===== src/rtl/rtc_pkg.sv =====
package rtc_pkg;
  localparam int RTC_FIELDS = 8;
  localparam int A_SEC  = 0;
  localparam int A_MIN  = 1;
  localparam int A_HR   = 2;
  localparam int A_DATE = 3;
  localparam int A_MON  = 4;
  localparam int A_YR   = 5;
  localparam int A_DOW  = 6;
  localparam int A_CEN  = 7;

  typedef logic [RTC_FIELDS-1:0][7:0] rtc_time_t;

  // century 20, dow 0, year 00, month 01, date 01, 00:00:00
  localparam rtc_time_t RTC_RST = {8'h20, 8'h00, 8'h00, 8'h01, 8'h01, 8'h00, 8'h00, 8'h00};

  // BCD increment with wrap from hi back to lo
  function automatic logic [7:0] bcd_inc(input logic [7:0] v, input logic [7:0] lo,
                                         input logic [7:0] hi);
    if (v >= hi)          return lo;
    if (v[3:0] >= 4'd9)   return {v[7:4] + 4'd1, 4'h0};
    return {v[7:4], v[3:0] + 4'd1};
  endfunction

  // (10*t + u) mod 4 == (2*t + u) mod 4
  function automatic logic div4(input logic [7:0] v);
    logic [4:0] s;
    s = {v[7:4], 1'b0} + {1'b0, v[3:0]};
    return (s[1:0] == 2'b00);
  endfunction

  function automatic logic is_leap(input logic [7:0] yr, input logic [7:0] cen);
    if (yr == 8'h00) return div4(cen);
    return div4(yr);
  endfunction

  function automatic logic [7:0] month_last(input logic [7:0] mon, input logic leap);
    case (mon)
      8'h02:                      return leap ? 8'h29 : 8'h28;
      8'h04, 8'h06, 8'h09, 8'h11: return 8'h30;
      default:                    return 8'h31;
    endcase
  endfunction
endpackage


===== src/rtl/rtc_prescaler.sv =====
module rtc_prescaler #(
  parameter int unsigned DIV = 32768,
  localparam int CW = (DIV > 1) ? $clog2(DIV) : 1
) (
  input  logic          clk,
  input  logic          rst_n,
  input  logic          run,
  input  logic          tick_en,
  input  logic          phase_clr,
  output logic          sec_tick,
  output logic          pps,
  output logic [CW-1:0] cnt
);
  localparam logic [CW-1:0] LAST = CW'(DIV - 1);

  logic [CW-1:0] cnt_d;

  assign sec_tick = run && tick_en && !phase_clr && (cnt == LAST);

  always_comb begin
    cnt_d = cnt;
    if (phase_clr || !run) begin
      cnt_d = '0;
    end else if (tick_en) begin
      cnt_d = (cnt == LAST) ? '0 : cnt + CW'(1);
    end
  end

  always_ff @(posedge clk or negedge rst_n) begin
    if (!rst_n) begin
      cnt <= '0;
      pps <= 1'b0;
    end else begin
      cnt <= cnt_d;
      pps <= sec_tick;
    end
  end
endmodule


===== src/rtl/rtc_calendar.sv =====
module rtc_calendar
  import rtc_pkg::*;
(
  input  logic      clk,
  input  logic      rst_n,
  input  logic      adv,
  input  logic      load,
  input  rtc_time_t load_val,
  output rtc_time_t cur
);
  rtc_time_t nxt;
  logic      c_sec, c_min, c_day, c_date, c_mon, c_yr;
  logic [7:0] h;
  logic [7:0] last_day;

  always_comb begin
    nxt      = cur;
    h        = cur[A_HR];
    last_day = month_last(cur[A_MON], is_leap(cur[A_YR], cur[A_CEN]));
    c_sec    = (cur[A_SEC] >= 8'h59);
    c_min    = c_sec && (cur[A_MIN] >= 8'h59);
    c_day    = 1'b0;

    nxt[A_SEC] = bcd_inc(cur[A_SEC], 8'h00, 8'h59);
    if (c_sec) nxt[A_MIN] = bcd_inc(cur[A_MIN], 8'h00, 8'h59);

    if (c_min) begin
      if (h[7]) begin
        // 12-hour form: bit5 PM, bits4:0 BCD 01..12
        if (h[4:0] >= 5'h12) begin
          nxt[A_HR] = {h[7:5], 5'h01};
        end else if (h[4:0] == 5'h11) begin
          nxt[A_HR] = {h[7:6], ~h[5], 5'h12};
          c_day     = h[5];
        end else if (h[3:0] >= 4'd9) begin
          nxt[A_HR] = {h[7:5], 1'b1, 4'h0};
        end else begin
          nxt[A_HR] = {h[7:4], h[3:0] + 4'd1};
        end
      end else begin
        if (h[5:0] >= 6'h23) begin
          nxt[A_HR] = {h[7:6], 6'h00};
          c_day     = 1'b1;
        end else if (h[3:0] >= 4'd9) begin
          nxt[A_HR] = {h[7:6], h[5:4] + 2'd1, 4'h0};
        end else begin
          nxt[A_HR] = {h[7:4], h[3:0] + 4'd1};
        end
      end
    end

    c_date = c_day && (cur[A_DATE] >= last_day);
    c_mon  = c_date && (cur[A_MON] >= 8'h12);
    c_yr   = c_mon && (cur[A_YR] >= 8'h99);

    if (c_day) begin
      nxt[A_DATE] = bcd_inc(cur[A_DATE], 8'h01, last_day);
      nxt[A_DOW]  = bcd_inc(cur[A_DOW], 8'h00, 8'h06);
    end
    if (c_date) nxt[A_MON] = bcd_inc(cur[A_MON], 8'h01, 8'h12);
    if (c_mon)  nxt[A_YR]  = bcd_inc(cur[A_YR], 8'h00, 8'h99);
    if (c_yr)   nxt[A_CEN] = bcd_inc(cur[A_CEN], 8'h00, 8'h99);
  end

  always_ff @(posedge clk or negedge rst_n) begin
    if (!rst_n) begin
      cur <= RTC_RST;
    end else if (load) begin
      cur <= load_val;
    end else if (adv) begin
      cur <= nxt;
    end
  end
endmodule


===== src/rtl/rtc_access.sv =====
module rtc_access
  import rtc_pkg::*;
(
  input  logic       clk,
  input  logic       rst_n,
  input  rtc_time_t  live,
  input  logic       rd_snap,
  input  logic       wr_open,
  input  logic       xfer_stop,
  input  logic       xfer_abort,
  input  logic       reg_wr,
  input  logic [2:0] reg_addr,
  input  logic [7:0] reg_wdata,
  output logic [7:0] reg_rdata,
  output rtc_time_t  rd_latch,
  output rtc_time_t  shadow,
  output logic       commit,
  output logic       running
);
  logic      armed, dirty;
  logic      armed_d, dirty_d, running_d;
  logic      end_xfer, wr_ok;
  rtc_time_t shadow_d, rd_latch_d;

  assign end_xfer  = xfer_stop || xfer_abort;
  assign wr_ok     = reg_wr && armed;
  assign commit    = xfer_stop && armed && dirty;
  assign reg_rdata = rd_latch[reg_addr];

  always_comb begin
    armed_d    = armed;
    dirty_d    = dirty;
    shadow_d   = shadow;
    rd_latch_d = rd_latch;
    running_d  = running || commit;
    if (end_xfer) begin
      armed_d = 1'b0;
      dirty_d = 1'b0;
    end else if (wr_open) begin
      armed_d  = 1'b1;
      dirty_d  = 1'b0;
      shadow_d = live;
    end else if (wr_ok) begin
      dirty_d            = 1'b1;
      shadow_d[reg_addr] = reg_wdata;
    end
    if (rd_snap) rd_latch_d = live;
  end

  always_ff @(posedge clk or negedge rst_n) begin
    if (!rst_n) begin
      armed    <= 1'b0;
      dirty    <= 1'b0;
      running  <= 1'b0;
      shadow   <= RTC_RST;
      rd_latch <= RTC_RST;
    end else begin
      armed    <= armed_d;
      dirty    <= dirty_d;
      running  <= running_d;
      shadow   <= shadow_d;
      rd_latch <= rd_latch_d;
    end
  end
endmodule


===== src/rtl/rtc_snap_top.sv =====
module rtc_snap_top
  import rtc_pkg::*;
#(
  parameter int unsigned DIV = 32768,
  localparam int CW = (DIV > 1) ? $clog2(DIV) : 1
) (
  input  logic       clk,
  input  logic       rst_n,
  input  logic       tick_en,
  input  logic       rd_snap,
  input  logic       wr_open,
  input  logic       xfer_stop,
  input  logic       xfer_abort,
  input  logic       reg_wr,
  input  logic [2:0] reg_addr,
  input  logic [7:0] reg_wdata,
  output logic [7:0] reg_rdata,
  output logic       pps
);
  logic          rst_meta, rst_sync_n;
  logic          sec_tick, commit, running;
  logic [CW-1:0] pre_cnt;
  rtc_time_t     live_t, rd_latch, shadow;

  // asynchronous assert, synchronous release
  always_ff @(posedge clk or negedge rst_n) begin
    if (!rst_n) begin
      rst_meta   <= 1'b0;
      rst_sync_n <= 1'b0;
    end else begin
      rst_meta   <= 1'b1;
      rst_sync_n <= rst_meta;
    end
  end

  rtc_prescaler #(.DIV(DIV)) u_pre (
    .clk(clk), .rst_n(rst_sync_n), .run(running), .tick_en(tick_en),
    .phase_clr(commit), .sec_tick(sec_tick), .pps(pps), .cnt(pre_cnt)
  );

  rtc_calendar u_cal (
    .clk(clk), .rst_n(rst_sync_n), .adv(sec_tick), .load(commit),
    .load_val(shadow), .cur(live_t)
  );

  rtc_access u_acc (
    .clk(clk), .rst_n(rst_sync_n), .live(live_t), .rd_snap(rd_snap),
    .wr_open(wr_open), .xfer_stop(xfer_stop), .xfer_abort(xfer_abort),
    .reg_wr(reg_wr), .reg_addr(reg_addr), .reg_wdata(reg_wdata),
    .reg_rdata(reg_rdata), .rd_latch(rd_latch), .shadow(shadow),
    .commit(commit), .running(running)
  );
endmodule


===== config.mk =====
export PLATFORM = sky130hd
export DESIGN_NAME = rtc_snap_top
export DESIGN_NICKNAME = d
export VERILOG_FILES = /design/src/rtl/rtc_pkg.sv /design/src/rtl/rtc_prescaler.sv /design/src/rtl/rtc_calendar.sv /design/src/rtl/rtc_access.sv /design/src/rtl/rtc_snap_top.sv
export SDC_FILE = /design/constraint.sdc
export NUM_CORES = 1
export LEC_CHECK = 0
export BUFFER_PORTS_ARGS = -buffer_cell sky130_fd_sc_hd__clkbuf_2
export CAP_MARGIN = 5
export CORE_MARGIN = 1
export CORE_UTILIZATION = 45
export CTS_CLUSTER_SIZE = 20
export DETAILED_ROUTE_END_ITERATION = 7
export PLACE_DENSITY_LB_ADDON = 0.05
export SLEW_MARGIN = 5
export SYNTH_ARGS = -nofsm -noshare
export SYNTH_HDL_FRONTEND = slang
export SYNTH_SLANG_ARGS = --single-unit

===== constraint.sdc =====
create_clock -name clk -period 8.1 [get_ports clk]
set_clock_uncertainty 0.15 [all_clocks]
set_input_delay 1.62 -clock clk [delete_from_list [all_inputs] [get_ports clk]]
set_output_delay 1.62 -clock clk [all_outputs]
set_load 0.05 [all_outputs]

Word level (Yosys, flattened, before mapping)
Cells that the tools add are included.
{"block": "op_classes", "order_cmp": 19, "n_addsub": 19, "bitwise": 2, "eq_ne": 10, "shifts": 0, "div": 0, "multipliers": 0, "mux": 101, "n_reduce_logical": 55}
{"operator": "8-bit 2-to-1 mux", "n": 41}
{"operator": "64-bit 2-to-1 mux", "n": 4}
{"operator": "64-bit bitwise mux", "n": 1}
{"operator": "4-bit by 1-bit adder with 4-bit output, second input constant", "n": 15}
{"operator": "1-bit 2-to-1 mux", "n": 47}
{"operator": "15-bit 2-to-1 mux", "n": 3}
{"operator": "4-bit greater-or-equal comparator, second input constant", "n": 8}
{"operator": "8-bit binary-select mux with 3-bit select", "n": 1}
{"operator": "8-bit demux with 3-bit select", "n": 1}
{"operator": "3-bit nonzero test", "n": 8}
{"operator": "2-bit nonzero test", "n": 10}
{"operator": "3-bit AND reduction", "n": 6}
{"operator": "8-bit by 3-bit == test with 1-bit output, second input constant", "n": 2}
{"operator": "8-bit by 7-bit greater-or-equal comparator with 1-bit output, second input constant", "n": 2}
{"operator": "8-bit greater-or-equal comparator, second input constant", "n": 2}
{"operator": "8-bit case mux with 2 select lines", "n": 1}
{"operator": "2-bit AND reduction", "n": 8}
{"operator": "15-bit by 1-bit adder with 15-bit output, second input constant", "n": 1}
{"operator": "15-bit == test, second input constant", "n": 1}
{"operator": "1-bit logical AND", "n": 11}
{"operator": "8-bit by 2-bit == test with 1-bit output, second input constant", "n": 1}
{"operator": "8-bit by 4-bit == test with 1-bit output, second input constant", "n": 1}
{"operator": "8-bit by 5-bit == test with 1-bit output, second input constant", "n": 1}
{"operator": "8-bit by 3-bit greater-or-equal comparator with 1-bit output, second input constant", "n": 1}
{"operator": "22 further kinds", "n": 29}
{"block": "word_totals", "output_inout_bits": 9, "elab_cells": 247, "latchBits": 0, "register_bits": 213, "inputBits": 19, "memories": 0, "rom_bits": 0, "ram_bits": 0}

Longest topological paths before layout
Gate-level depths: netlist (run 1).
{"block": "depth", "depth_word": 18, "depth_mapped": 16, "depth_no_buf": 14}

Hierarchy
From an unflattened synthesis (run 1), not the netlist that was laid out.
{"block": "unflattened", "cells_unflattened": 1111, "area_unflattened_um2": 11537.3}
{"module": "rtc_access", "cells_per_inst": 483, "seq_area_each_um2": 3285.7, "area_per_inst_um2": 6017.0, "n_inst": 1}
{"module": "rtc_calendar", "cells_per_inst": 526, "seq_area_each_um2": 1605.3, "area_per_inst_um2": 4574.4, "n_inst": 1}
{"module": "rtc_prescaler", "cells_per_inst": 99, "seq_area_each_um2": 400.4, "area_per_inst_um2": 892.1, "n_inst": 1}
{"module": "rtc_snap_top", "cells_per_inst": 3, "seq_area_each_um2": 50.0, "area_per_inst_um2": 53.8, "n_inst": 1}

Worst setup path before layout (run 1)
No wires, ideal clock.
{"block": "synth_path", "path_kind": "input to output", "startpoint": "in reg_addr[1]", "endpoint": "out reg_rdata[6]", "setup_slack_ps": 3280, "t_required_ps": 6330, "t_arrival_ps": 3050, "stages": 4, "path_buffers": 1, "cell_sequence": "clkbuf_1 -> nor3b_1 -> a22oi_1 -> nand4_1"}
{"block": "synth_via", "elab_chain_len": 2}
{"item": "start: declaration", "line_no": "rtc_snap_top.sv:15", "text": "input logic [2:0] reg_addr,"}
{"item": "8-bit binary-select mux with 3-bit select", "line_no": "rtc_access.sv:28", "text": "assign reg_rdata = rd_latch[reg_addr];"}
{"item": "8-bit 2-to-1 mux (implied by the code)", "line_no": "rtc_access.sv:28"}
{"item": "end: declaration", "line_no": "rtc_snap_top.sv:17", "text": "output logic [7:0] reg_rdata,"}
No other way between the ends. The select of a mux whose other input is x is not followed.

Worst setup path after layout (run 1)
{"block": "layout_path", "startpoint": "in reg_addr[1]", "endpoint": "out reg_rdata[2]"}
The elaborated chain is that of the path after synthesis.

==> out/qor.tcl, run 1 <==
set qor(synth_compound_gate_area_share_pct) 24.8
set qor(clock.fmax_mhz) 188
set qor(syn-cell-area_um2) 11500
set qor(power_frac_clock_pct) 43.5
set qor(r2r_endpoint) {u_cal.cur[34]}
set qor(chipWidth_um) 162
set qor(yosys.area_share.simple_pct) 12.3
set qor(r2r.worst_path.cells) 14
set qor(ant_nets) 0
set qor(viasPerCell) 6.36
set qor(routed-via-count) 9503
set qor(clock_pin_slew_on_the_worst_setup_and_hold_paths_ns) 0.06
set qor(synth_top_family_by_area) {compound AO/OA/AOI/OAI gates}
set qor(insertion_delay_ns) 0.54
set qor(fp.dieH_um) 162
set qor(cts.repair.resized) 0
set qor(dr.pass1.iters) 7
set qor(grt.overflow.total) 0
set qor(dp.final_hpwl_mm) 23.3
set qor(count_of_buffers_added_by_post_cts_timing_repair_for_setup) 0
set qor(synthXorXnorAreaFrac_pct) 0.607
set qor(cts_max_level) 1
set qor(timing.setup.critical_path_class) {input pin to primary output}
set qor(report.final.slew_viol_count) 0
set qor(power_frac_comb_pct) 9.7
set qor(commonest_non_fill_non_tap_cell_in_the_layout) {sky130_fd_sc_hd__dfrtp_1}
set qor(detail_route.wirelength_mm) 36.5
set qor(clock-sinks) 213
set qor(layout.cells.most_common_list) {sky130_fd_sc_hd__dfrtp_1 (203), sky130_fd_sc_hd__a22oi_1 (169), sky130_fd_sc_hd__o21ai_0 (130)}
set qor(floorplan.io_pins) 28
set qor(ys_dominant_reg_cell) {sky130_fd_sc_hd__dfrtp_1}
set qor(synth_edf_count) 0
set qor(first_pass_grt_wire_length_mm) 57.1
set qor(wl_per_cell_um) 24.4
set qor(first_global_vias) 9176
set qor(slew_headroom_pct) 26.2
set qor(grt_antenna_before_repair) 1
set qor(timing.hold.worst.class) {flip-flop to asynchronous set/reset pin}
set qor(critPathSlowestCell) {sky130_fd_sc_hd__nor3b_1}
set qor(timing.critical_path.to_type) {primary output}
set qor(total_area_of_sequential_cells_um2) 5350
set qor(setup_tns_ns) 0
set qor(setup_slack_reg_to_reg_ns) 3.72
set qor(start_util_pct) 45.8
set qor(power.leakage_uw) 0.00547
set qor(clock_tree_from_tritoncts) {done}
set qor(cells_traversed_along_the_worst_timing_path) {clkbuf_2, nor3b_1, a22oi_1, nand4_1, clkbuf_2}
set qor(placement.io_buffers) 27
set qor(detailedRoute.firstIterationViolations) 970
set qor(synth_area_per_cell_um2) 10.0
set qor(nNetsFinal) 1214
set qor(total_power_uw) 2540
set qor(worst_pin_slew_ns) 1.10
set qor(cp_launch_type) {input pin}
set qor(global_route.usage.total_pct) 28.6
set qor(critical-path-top-cell-by-count) {sky130_fd_sc_hd__clkbuf_2}
set qor(multi_input_comb_area_um2) 5760
set qor(post_synth_num_cell_types) 73
set qor(timing.final.crit_share_pct) 65.5
set qor(synthesis.instances) 1153
set qor(hold_ws_ns) 0.110
set qor(post_route_cells_drive_above_1_share_pct) 15.2
set qor(n_antenna_cell) 0
set qor(flop_pwr_share_pct) 46.9
set qor(required_ns) 6.33
set qor(netSwitchingPower_uw) 665
set qor(cts-buffers-inserted) 25
set qor(synth_nets) 1222
set qor(cts_buffer_depth) 3
set qor(yosys_warnings) 0
set qor(power_density_nw_per_um2) 200
set qor(root_buffer_cell) {sky130_fd_sc_hd__clkbuf_16}
set qor(adder_cell_area_share_of_the_yosys_netlist_pct) 5.42
set qor(power_report.internal_total_uw) 1880
set qor(cts-hold-fix-buffers) 0
set qor(num_rows) 58
set qor(max_cap_violations) 0
set qor(run_status) {completed}
set qor(synth-async-reset-ratio_pct) 100
set qor(areaGrowthSynthToFinish_pct) 10.2
set qor(worst_ep_arrival_time_ns) 3.54
set qor(dieArea_um2) 26300
set qor(dpl_worst_slack_ns) 2.89
set qor(muxShareOfSynthArea_pct) 6.60
set qor(reg2reg_from) {u_cal.cur[33]}
set qor(setup_viol) 0
set qor(timing.critical_path.fanout_max) 13
set qor(switching_share_pct) 26.2
set qor(ys_seq_area_share_pct) 46.3
set qor(final_worst_setup_slack_ns) 2.79
set qor(n_fill_cell) 2280
set qor(yosys_register_bits) 213
set qor(final-hold-violation-count) 0
set qor(gp_congestion) 0.893
set qor(grt_start_max_net_pins) 184
set qor(cp_slowest_stage_delay_ns) 0.92
set qor(drcViolationCount) 0
set qor(vdd_ir_drop_max_uv) 180
set qor(rsz0062_at_grt) {no}
set qor(period_needed_ns) 5.31
set qor(core_area_um2) 25200
[how the worst max path moves through the flow]
stage          slack (ns)      endpoint         from  depth (start not counted)
2_1_floorplan        1.59   u_acc.armed   rst_sync_n                          0
3_3_place_gp         3.00  reg_rdata[3]  reg_addr[1]                          5
4_1_cts              2.87  reg_rdata[2]  reg_addr[1]                          5
3_5_place_dp         2.89  reg_rdata[2]  reg_addr[1]                          5
6_report             2.79  reg_rdata[2]  reg_addr[1]                          5
5_1_grt              2.71  reg_rdata[2]  reg_addr[1]                          5
[layer usage]
layer	share of wire (%)	vias to the layer above	GRT usage, %	wire (µm)
met2	44	276	42.7	16000
met5	0	-	0	0
li1	-	4328	-	-
met3	5.9	61	4.24	2170
met1	47	4838	42.5	17200
met4	3.2	0	9.05	1170
[cell type report]
| type | count | share of cell area [%] |
|---|---|---|
| Inverter | 45 | 1.33 |
| Clock buffer | 40 | 6.07 |
| Multi-Input combinational cell | 823 | 45.3 |
| Sequential cell | 213 | 42.0 |
| Timing Repair Buffer | 37 | 1.75 |
| Tap cell | 330 | 3.25 |
| Clock inverter | 6 | 0.295 |
[critical path, delay by kind of cell]
family | cells | cell delay, ns
and+or+nand+nor | 2 | 1.14
AOI/OAI and AO/OA | 1 | 0.25
buffers and inverters | 2 | 0.52
[cells in the mapped netlist (all sizes together), types with 10 or more instances]
cell | instances | area share (%)
nand3 | 41 | 1.9
clkbuf | 48 | 1.6
buf | 24 | 0.89
mux2 | 65 | 6.3
inv | 45 | 1.5
nor2 | 60 | 2.0
and3 | 12 | 0.69
nand2 | 72 | 2.4
a22oi | 169 | 11
ha | 50 | 5.4
o31ai | 15 | 1.1
nor3 | 10 | 0.48
nand4 | 16 | 0.87
o211ai | 10 | 0.65
dfrtp | 204 | 44
o21ai | 132 | 5.8
a21oi | 36 | 1.7
[power groups by stage]
stage	Combinational [µW]	Clock, µW	Sequential, µW
2_1_floorplan	175	0	1200
3_3_place_gp	242	0	1210
3_5_place_dp	246	0	1210
4_1_cts	247	1130	1190
5_1_grt	277	1170	1200
6_report	246	1110	1190
[flip-flops by register name, indices dropped and copies added (netlist names)]
register	flops
rst_meta	1
u_pre.pps	1
u_cal.h	8
u_acc.rd_latch	64
u_acc.shadow	64
u_acc.dirty	1
u_pre.cnt	15
u_acc.armed	1
u_cal.cur	56
u_acc.running	1
rst_sync_n	1
[cells by family after synthesis]
kind of cell	count (synthesis)
XOR/XNOR	8
adder cells (fa/ha/maj)	50
multiplexers	68
AO/OA/AOI/OAI	424
other	1
buffers and inverters	117
flip-flops	213
AND/OR/NAND/NOR	272
[through the flow]
step                std cells  utilization [%]  area [µm²]
floorplan                1153                -       11500
global placement         1448             47.3       11900
detailed placement       1448             47.3       11900
CTS                      1494             50.5       12700
global route             1494             50.5       12700
finish                   1494             50.5       12700
(Power assumes the default switching activity.)
==> run 2: changes to the inputs <==
==> constraint.sdc (replaced) <==
create_clock -name clk -period 4.9 [get_ports clk]
set_clock_uncertainty 0.15 [all_clocks]
set_input_delay 0.98 -clock clk [delete_from_list [all_inputs] [get_ports clk]]
set_output_delay 0.98 -clock clk [all_outputs]
set_load 0.05 [all_outputs]
==> out/qor.tcl, run 2 (synthesis gave the netlist of run 1 again) <==
set qor(switching_share_pct) 26.3 ;# was 26.2%
set qor(cts-hold-fix-buffers) 0 ;# unchanged
set qor(root_buffer_cell) {sky130_fd_sc_hd__clkbuf_16} ;# unchanged
set qor(areaGrowthSynthToFinish_pct) 10.3 ;# was 10.2%
set qor(power_frac_clock_pct) 43.3 ;# was 43.5%
set qor(slew_headroom_pct) 33.9 ;# was 26.2%
set qor(max_cap_violations) 0 ;# unchanged
set qor(insertion_delay_ns) 0.54 ;# about the same
set qor(cells_traversed_along_the_worst_timing_path) {inv_1, ha_1, nand2b_1, nor4_1, nor3_1, a311oi_1, a21oi_1, ha_1, nor4b_1, a2bb2oi_1, a21boi_1, nand2_1, or4_1, o211ai_1} ;# was clkbuf_2, nor3b_1, a22oi_1, nand4_1, clkbuf_2
set qor(clock.fmax_mhz) 262
set qor(final-hold-violation-count) 0 ;# unchanged
set qor(worst_ep_arrival_time_ns) 4.11 ;# was 3.54 ns
set qor(period_needed_ns) 3.81
set qor(start_util_pct) 45.8 ;# unchanged
set qor(hold_ws_ns) 0.0626 ;# was 0.110 ns
set qor(worstPathBufferInverterCount) 1 ;# was 2
set qor(power.leakage_uw) 0.00548 ;# was 0.00547 µW
set qor(nNetsFinal) 1218 ;# was 1214
set qor(drcViolationCount) 0 ;# unchanged
set qor(required_ns) 5.19 ;# was 6.33 ns
set qor(reg_top3) {u_acc.rd_latch x64, u_acc.shadow x64, u_cal.cur x56} ;# unchanged
set qor(cts.repair.resized) 0 ;# unchanged
set qor(flop_pwr_share_pct) 47.1 ;# was 46.9%
set qor(first_pass_grt_wire_length_mm) 57.1 ;# about the same
set qor(power_density_nw_per_um2) 330 ;# was 200 nW/µm²
set qor(clock_tree_from_tritoncts) {done} ;# unchanged
set qor(commonest_non_fill_non_tap_cell_in_the_layout) {sky130_fd_sc_hd__dfrtp_1} ;# unchanged
set qor(placement.io_buffers) 27 ;# unchanged
set qor(floorplan.io_pins) 28 ;# unchanged
set qor(post_route_cells_drive_above_1_share_pct) 15.4 ;# was 15.2%
set qor(cp_slowest_stage_delay_ns) 0.57 ;# was 0.92 ns
set qor(dieArea_um2) 26300 ;# unchanged
set qor(power_frac_comb_pct) 9.6 ;# was 9.7%
set qor(worst_pin_slew_ns) 0.991 ;# was 1.10 ns
set qor(power_report.internal_total_uw) 3090 ;# was 1880 µW
set qor(cts-buffers-inserted) 25 ;# unchanged
set qor(rsz0062_at_grt) {no} ;# unchanged
set qor(detail_route.wirelength_mm) 36.5 ;# about the same
set qor(wl_per_cell_um) 24.4 ;# about the same
set qor(clock_pin_slew_on_the_worst_setup_and_hold_paths_ns) 0.06 ;# about the same
set qor(cts_max_level) 1 ;# unchanged
set qor(grt_antenna_before_repair) 0 ;# was 1
set qor(dp.final_hpwl_mm) 23.7 ;# was 23.3 mm
set qor(n_antenna_cell) 0 ;# unchanged
set qor(grt.overflow.total) 0 ;# unchanged
set qor(setup_tns_ns) 0 ;# unchanged
set qor(path_delay_family) {compound AO/OA/AOI/OAI gates} ;# was simple AND/OR/NAND/NOR gates
set qor(timing.hold.worst.class) {input pin to asynchronous set/reset pin} ;# was flip-flop to asynchronous set/reset pin
set qor(cp_launch_type) {flip-flop} ;# was input pin
set qor(core_area_um2) 25200 ;# unchanged
set qor(global_route.usage.total_pct) 28.6 ;# about the same
set qor(cts_buffer_depth) 3 ;# unchanged
set qor(fin_util_pct) 50.6 ;# was 50.5%
set qor(fp.dieH_um) 162 ;# unchanged
set qor(timing.final.crit_share_pct) 77.8
set qor(vdd_ir_drop_max_uv) 247 ;# was 180 µV
set qor(critical-path-top-cell-by-count) {sky130_fd_sc_hd__ha_1} ;# was sky130_fd_sc_hd__clkbuf_2
set qor(gp_congestion) 0.909 ;# was 0.893
set qor(viasPerCell) 6.35 ;# was 6.36
set qor(run_status) {completed} ;# unchanged
set qor(clock-sinks) 213 ;# unchanged
set qor(timing.critical_path.to_type) {flip-flop} ;# was primary output
set qor(critPathSlowestCell) {sky130_fd_sc_hd__a21boi_1} ;# was sky130_fd_sc_hd__nor3b_1
set qor(detailedRoute.firstIterationViolations) 1028 ;# was 970
set qor(count_of_buffers_added_by_post_cts_timing_repair_for_setup) 0 ;# unchanged
set qor(layout.cells.most_common_list) {sky130_fd_sc_hd__dfrtp_1 (203), sky130_fd_sc_hd__a22oi_1 (169), sky130_fd_sc_hd__o21ai_0 (130)} ;# unchanged
set qor(routed-via-count) 9497 ;# was 9503
set qor(dr.pass1.iters) 5 ;# was 7
set qor(report.final.slew_viol_count) 0 ;# unchanged
set qor(grt_start_max_net_pins) 121 ;# was 184
set qor(chipWidth_um) 162 ;# unchanged
set qor(total_power_uw) 4200 ;# was 2540 µW
set qor(timing.critical_path.fanout_max) 9 ;# was 13
set qor(timing.setup.critical_path_class) {flip-flop to flip-flop} ;# was input pin to primary output
set qor(ant_nets) 0 ;# unchanged
set qor(num_rows) 58 ;# unchanged
set qor(netSwitchingPower_uw) 1110 ;# was 665 µW
set qor(setup_viol) 0 ;# unchanged
set qor(first_global_vias) 9245 ;# was 9176
==> run 2: cell types whose count changed in the layout (fill, tap and decap cells not counted), sizes merged <==
cell,previous run,this run
bufinv,0,1
buf,11,15
clkinv,5,6
clkbuf,66,61
clkinvlp,0,1
==> run 2: layout make-up <==
| class | count | area (µm²) |
|---|---|---|
| well taps | 330 | 413 |
| inverters | 45 | 169 |
| repair buffers | 41 | 253 |
| multi-input cells | 823 | 5760 |
| clock inverters | 9 | 76.3 |
| flip-flops and latches | 213 | 5350 |
| clock buffers | 35 | 713 |
| fillers | 2305 | 12500 |
==> run 2: path summary, 6_finish.rpt <==
kind / depth (start not counted) / startpoint / slack [ns] / endpoint
worst max-delay path: 14 / u_cal.cur[44] / 1.09 / u_cal.cur[56]
worst min-delay path: 1 / rst_n / 0.06 / rst_sync_n
worst max register to register: 14 / u_cal.cur[44] / 1.09 / u_cal.cur[56]
worst min register to register: 0 / rst_meta / 0.20 / rst_sync_n
max in group asynchronous: 1 / rst_sync_n / 3.05 / u_acc.shadow[19]
min in group clk: 0 / rst_meta / 0.20 / rst_sync_n
==> run 2: worst register-to-register path: cells and delay by family (launching register included) <==
family	cells	cell delay [ns]
and+or+nand+nor	6	1.27
buffers and inverters	1	0.10
adders and majority gates	2	0.44
DFF	1	0.49
AOI/OAI and AO/OA	5	1.27
==> run 2: stage by stage <==
stage	cell area [µm²]	worst slack, ns	std cells
2_1_floorplan	11500	1.25	1153
3_3_place_gp	11900	1.20	1452
3_5_place_dp	11900	1.12	1452
4_1_cts	12700	1.11	1496
5_1_grt	12700	0.759	1496
6_report	12700	1.09	1496
==> run 2: power by group through the flow <==
stage	clock (µW)	sequential, µW	combinational [µW]
floorplan	0	1980	289
global placement	0	2000	400
detailed placement	0	2010	406
CTS	1840	1980	406
global route	1910	1990	453
finish	1820	1980	405
==> run 2: layer usage <==
layer | global-route usage [%] | part of all wire, % | wire length [µm] | vias up
met5 | 0 | 0 | 0 | -
met4 | 7.93 | 2.5 | 909 | 0
met3 | 3.70 | 6.8 | 2490 | 65
met2 | 43.7 | 45 | 16300 | 355
met1 | 42.3 | 46 | 16900 | 4742
li1 | - | - | - | 4335
==> run 3: changes to the inputs <==
--- a/config.mk
+++ b/config.mk
@@ -5,6 +5,7 @@
 export SDC_FILE = /design/constraint.sdc
 export NUM_CORES = 1
 export LEC_CHECK = 0
+export ABC_AREA = 1
 export BUFFER_PORTS_ARGS = -buffer_cell sky130_fd_sc_hd__clkbuf_2
 export CAP_MARGIN = 5
 export CORE_MARGIN = 1
==> constraint.sdc (replaced) <==
create_clock -name clk -period 3.09 [get_ports clk]
set_clock_uncertainty 0.15 [all_clocks]
set_input_delay 0.618 -clock clk [delete_from_list [all_inputs] [get_ports clk]]
set_output_delay 0.618 -clock clk [all_outputs]
set_load 0.05 [all_outputs]
==> out/qor.tcl, run 3 <==
set qor(wl_per_cell_um) 18.4 ;# was 24.4 µm
set qor(clock_tree_from_tritoncts) {done} ;# unchanged
set qor(areaGrowthSynthToFinish_pct) 14.9 ;# was 10.3%
set qor(yosys_warnings) 0 ;# unchanged
set qor(final-hold-violation-count) 0 ;# unchanged
set qor(syn-cell-area_um2) 11400 ;# was 11500 µm²
set qor(timing.hold.worst.class) {flip-flop to asynchronous set/reset pin} ;# was input pin to asynchronous set/reset pin
set qor(commonest_non_fill_non_tap_cell_in_the_layout) {sky130_fd_sc_hd__nand2_1} ;# was sky130_fd_sc_hd__dfrtp_1
set qor(netlist.area_leader.share_pct) 44.9 ;# was 44.2%
set qor(nNetsFinal) 1530 ;# was 1218
set qor(synthesis.instances) 1403 ;# was 1153
set qor(ys_seq_area_share_pct) 47.0 ;# was 46.3%
set qor(netlist_top_cells_area) {sky130_fd_sc_hd__dfrtp_1 (45%), sky130_fd_sc_hd__nand2_1 (9.3%), sky130_fd_sc_hd__o21ai_0 (6.3%)} ;# was sky130_fd_sc_hd__dfrtp_1 (44%), sky130_fd_sc_hd__a22oi_1 (11%), sky130_fd_sc_hd__mux2_2 (6.3%)
set qor(post_route_cells_drive_above_1_share_pct) 11.0 ;# was 15.4%
set qor(timing.final.crit_share_pct) 96.4
set qor(run_status) {completed} ;# unchanged
set qor(detailedRoute.firstIterationViolations) 961 ;# was 1028
set qor(fin_util_pct) 53.2 ;# was 50.6%
set qor(synth_edf_count) 0 ;# unchanged
set qor(cts-buffers-inserted) 25 ;# unchanged
set qor(period_needed_ns) 2.98
set qor(timing.critical_path.fanout_max) 5 ;# was 9
set qor(first_global_vias) 9143 ;# was 9245
set qor(cts_max_level) 1 ;# unchanged
set qor(power_frac_clock_pct) 44.2 ;# was 43.3%
set qor(num_rows) 57 ;# was 58
set qor(rsz0062_at_grt) {no} ;# unchanged
set qor(timing.setup.critical_path_class) {input pin to primary output} ;# was flip-flop to flip-flop
set qor(netlist_top_cells_count) {sky130_fd_sc_hd__nand2_1 (281), sky130_fd_sc_hd__dfrtp_1 (204), sky130_fd_sc_hd__inv_1 (177)} ;# was sky130_fd_sc_hd__dfrtp_1 (204), sky130_fd_sc_hd__a22oi_1 (169), sky130_fd_sc_hd__o21ai_0 (130)
set qor(setup_tns_ns) 0 ;# unchanged
set qor(first_pass_grt_wire_length_mm) 52.4 ;# was 57.1 mm
set qor(power_density_nw_per_um2) 509 ;# was 330 nW/µm²
set qor(grt.overflow.total) 0 ;# unchanged
set qor(start_util_pct) 46.3 ;# was 45.8%
set qor(synth_nets) 1472 ;# was 1222
set qor(fp.dieH_um) 161 ;# was 162 µm
set qor(n_fill_cell) 2374 ;# was 2305
set qor(synth_area_per_cell_um2) 8.10 ;# was 10.0 µm²
set qor(grt_start_max_net_pins) 102 ;# was 121
set qor(layout.cells.most_common_list) {sky130_fd_sc_hd__nand2_1 (276), sky130_fd_sc_hd__dfrtp_1 (203), sky130_fd_sc_hd__inv_1 (176)} ;# was sky130_fd_sc_hd__dfrtp_1 (203), sky130_fd_sc_hd__a22oi_1 (169), sky130_fd_sc_hd__o21ai_0 (130)
set qor(vdd_ir_drop_max_uv) 449 ;# was 247 µV
set qor(power_report.internal_total_uw) 4950 ;# was 3090 µW
set qor(max_cap_violations) 0 ;# unchanged
set qor(dieArea_um2) 25900 ;# was 26300 µm²
set qor(worst_pin_slew_ns) 0.762 ;# was 0.991 ns
set qor(required_ns) 2.32 ;# was 5.19 ns
set qor(n_antenna_cell) 0 ;# unchanged
set qor(yosys_register_bits) 213 ;# unchanged
set qor(post-place-cells) 1757 ;# was 1452
set qor(report.final.slew_viol_count) 0 ;# unchanged
set qor(reg_top3) {u_acc.rd_latch x64, u_acc.shadow x64, u_cal.cur x56} ;# unchanged
set qor(dp.final_hpwl_mm) 22.7 ;# was 23.7 mm
set qor(chipWidth_um) 161 ;# was 162 µm
set qor(yosysTopAreaCell) {sky130_fd_sc_hd__dfrtp_1} ;# unchanged
set qor(switching_share_pct) 25.6 ;# was 26.3%
set qor(synth-async-reset-ratio_pct) 100 ;# unchanged
set qor(clock-sinks) 213 ;# unchanged
set qor(ys_dominant_reg_cell) {sky130_fd_sc_hd__dfrtp_1} ;# unchanged
set qor(placement.io_buffers) 27 ;# unchanged
set qor(flop_pwr_share_pct) 46.6 ;# was 47.1%
set qor(cts_buffer_depth) 3 ;# unchanged
set qor(root_buffer_cell) {sky130_fd_sc_hd__clkbuf_16} ;# unchanged
set qor(power.leakage_uw) 0.00609 ;# was 0.00548 µW
set qor(netSwitchingPower_uw) 1700 ;# was 1110 µW
set qor(grt_antenna_before_repair) 0 ;# unchanged
set qor(slew_headroom_pct) 49.1 ;# was 33.9%
set qor(power_frac_comb_pct) 9.2 ;# was 9.6%
set qor(routed-via-count) 9683 ;# was 9497
set qor(cp_launch_type) {input pin} ;# was flip-flop
set qor(floorplan.io_pins) 28 ;# unchanged
set qor(detail_route.wirelength_mm) 33.1 ;# was 36.5 mm
set qor(clock_pin_slew_on_the_worst_setup_and_hold_paths_ns) 0.06 ;# about the same
set qor(drcViolationCount) 0 ;# unchanged
set qor(timing.critical_path.to_type) {primary output} ;# was flip-flop
set qor(dr.pass1.iters) 5 ;# unchanged
set qor(place_area_um2) 12200 ;# was 11900 µm²
set qor(final_worst_setup_slack_ns) 0.112 ;# was 1.09 ns
set qor(post_synth_num_cell_types) 53 ;# was 73
set qor(global_route.usage.total_pct) 26.0 ;# was 28.6%
set qor(ant_nets) 0 ;# unchanged
set qor(core_area_um2) 24500 ;# was 25200 µm²
set qor(layoutNonFillerInstCount) 1803 ;# was 1496
set qor(worst_ep_arrival_time_ns) 2.21 ;# was 4.11 ns
set qor(insertion_delay_ns) 0.52 ;# was 0.54 ns
set qor(viasPerCell) 5.37 ;# was 6.35
set qor(dpl_worst_slack_ns) 0.0831 ;# was 1.12 ns
set qor(setup_viol) 0 ;# unchanged
set qor(post-synth-top-count-cell) {sky130_fd_sc_hd__nand2_1} ;# was sky130_fd_sc_hd__dfrtp_1
set qor(stdcell_area_um2) 13100 ;# was 12700 µm²
set qor(clock.fmax_mhz) 336
set qor(gp_congestion) 0.900 ;# was 0.909
run 3: cell types whose count changed after synthesis, moves of 12 or more:
| cell | before | now |
|---|---|---|
| sky130_fd_sc_hd__mux2_2 | 65 | 1 |
| sky130_fd_sc_hd__inv_1 | 45 | 177 |
| sky130_fd_sc_hd__a22oi_1 | 169 | 13 |
| sky130_fd_sc_hd__a21oi_1 | 35 | 97 |
| sky130_fd_sc_hd__nand3_1 | 38 | 53 |
| sky130_fd_sc_hd__o21ai_0 | 130 | 143 |
| sky130_fd_sc_hd__nand2_1 | 71 | 281 |
| sky130_fd_sc_hd__o31ai_1 | 14 | 2 |
| sky130_fd_sc_hd__clkbuf_1 | 48 | 33 |
| sky130_fd_sc_hd__xor2_1 | 3 | 23 |
| sky130_fd_sc_hd__o22ai_1 | 1 | 53 |
| sky130_fd_sc_hd__nor2_1 | 60 | 129 |
run 3: final timing paths:
kind | start | to | slack (ns) | cells after the start
setup / recovery | reg_addr[0] | reg_rdata[0] | 0.11 | 7
hold / removal | rst_sync_n | u_cal.cur[0] | 0.08 | 0
hold reg to reg | rst_sync_n | u_cal.cur[0] | 0.08 | 0
setup reg to reg | u_cal.cur[32] | u_cal.cur[29] | 0.29 | 21
min in group clk | rst_meta | rst_sync_n | 0.20 | 0
max in group asynchronous | rst_sync_n | u_acc.shadow[48] | 1.83 | 1
run 3: area by class of cell:
class	count	area [µm²]	area share (%)
timing repair buffer	86	646	4.95
sequential	213	5350	41.0
multi-input combinational	955	5160	39.6
tap	324	405	3.11
clock buffer	39	758	5.81
clock inverter	6	55.1	0.422
inverter	180	676	5.18
run 3: kinds of logic (layout without fill, tap and decap cells):
| logic type | count (synthesis) | count (layout) | share of synthesized area, % |
|---|---|---|---|
| simple gates | 501 | 501 | 18.3 |
| compound gates | 368 | 368 | 18.4 |
| buf+inv | 235 | 311 | 8.00 |
| flops | 213 | 213 | 47.0 |
| fa+ha+maj | 50 | 50 | 5.51 |
| xor+xnor | 34 | 34 | 2.62 |
| other cells | 1 | 1 | 0.0330 |
| mux | 1 | 1 | 0.0991 |
run 3: critical path, cell delays in order:
cell and delay, ns:
sky130_fd_sc_hd__clkbuf_2 0.15, sky130_fd_sc_hd__inv_1 0.11, sky130_fd_sc_hd__nand3_1 0.24, sky130_fd_sc_hd__inv_1 0.15, sky130_fd_sc_hd__a221oi_1 0.40, sky130_fd_sc_hd__o2111ai_1 0.25
sky130_fd_sc_hd__clkbuf_2 0.30
run 3: what timing repair did:
item	CTS	global route
hold buffers	1	0
resized for setup	0	17
endpoints found under the hold margin	2	0
setup buffers	0	1
endpoints found under the setup margin	0	32
run 3: per-stage QoR:
step / hold slack, ns / power (µW)
floorplan: 0.172 / 3530
global placement: 0.0964 / 3740
detailed placement: 0.0971 / 3750
CTS: 0.0964 / 6700
global route: 0.114 / 6910
finish: 0.0802 / 6640
run 3: power groups by stage:
stage	registers (µW)	clock network (µW)	logic (µW)
2_1_floorplan	3150	0	373
3_3_place_gp	3150	0	599
3_5_place_dp	3150	0	607
4_1_cts	3100	2990	609
5_1_grt	3120	3110	683
6_report	3100	2940	608
run 3: layer usage:
layer / share of wire [%] / GRT usage [%] / vias to the layer above / wire [µm]
li1: - / - / 4761 / -
met1: 49 / 38.7 / 4659 / 16100
met2: 44 / 39.9 / 223 / 14600
met3: 5.0 / 3.54 / 40 / 1670
met4: 2.1 / 6.13 / 0 / 698
met5: 0 / 0 / - / 0
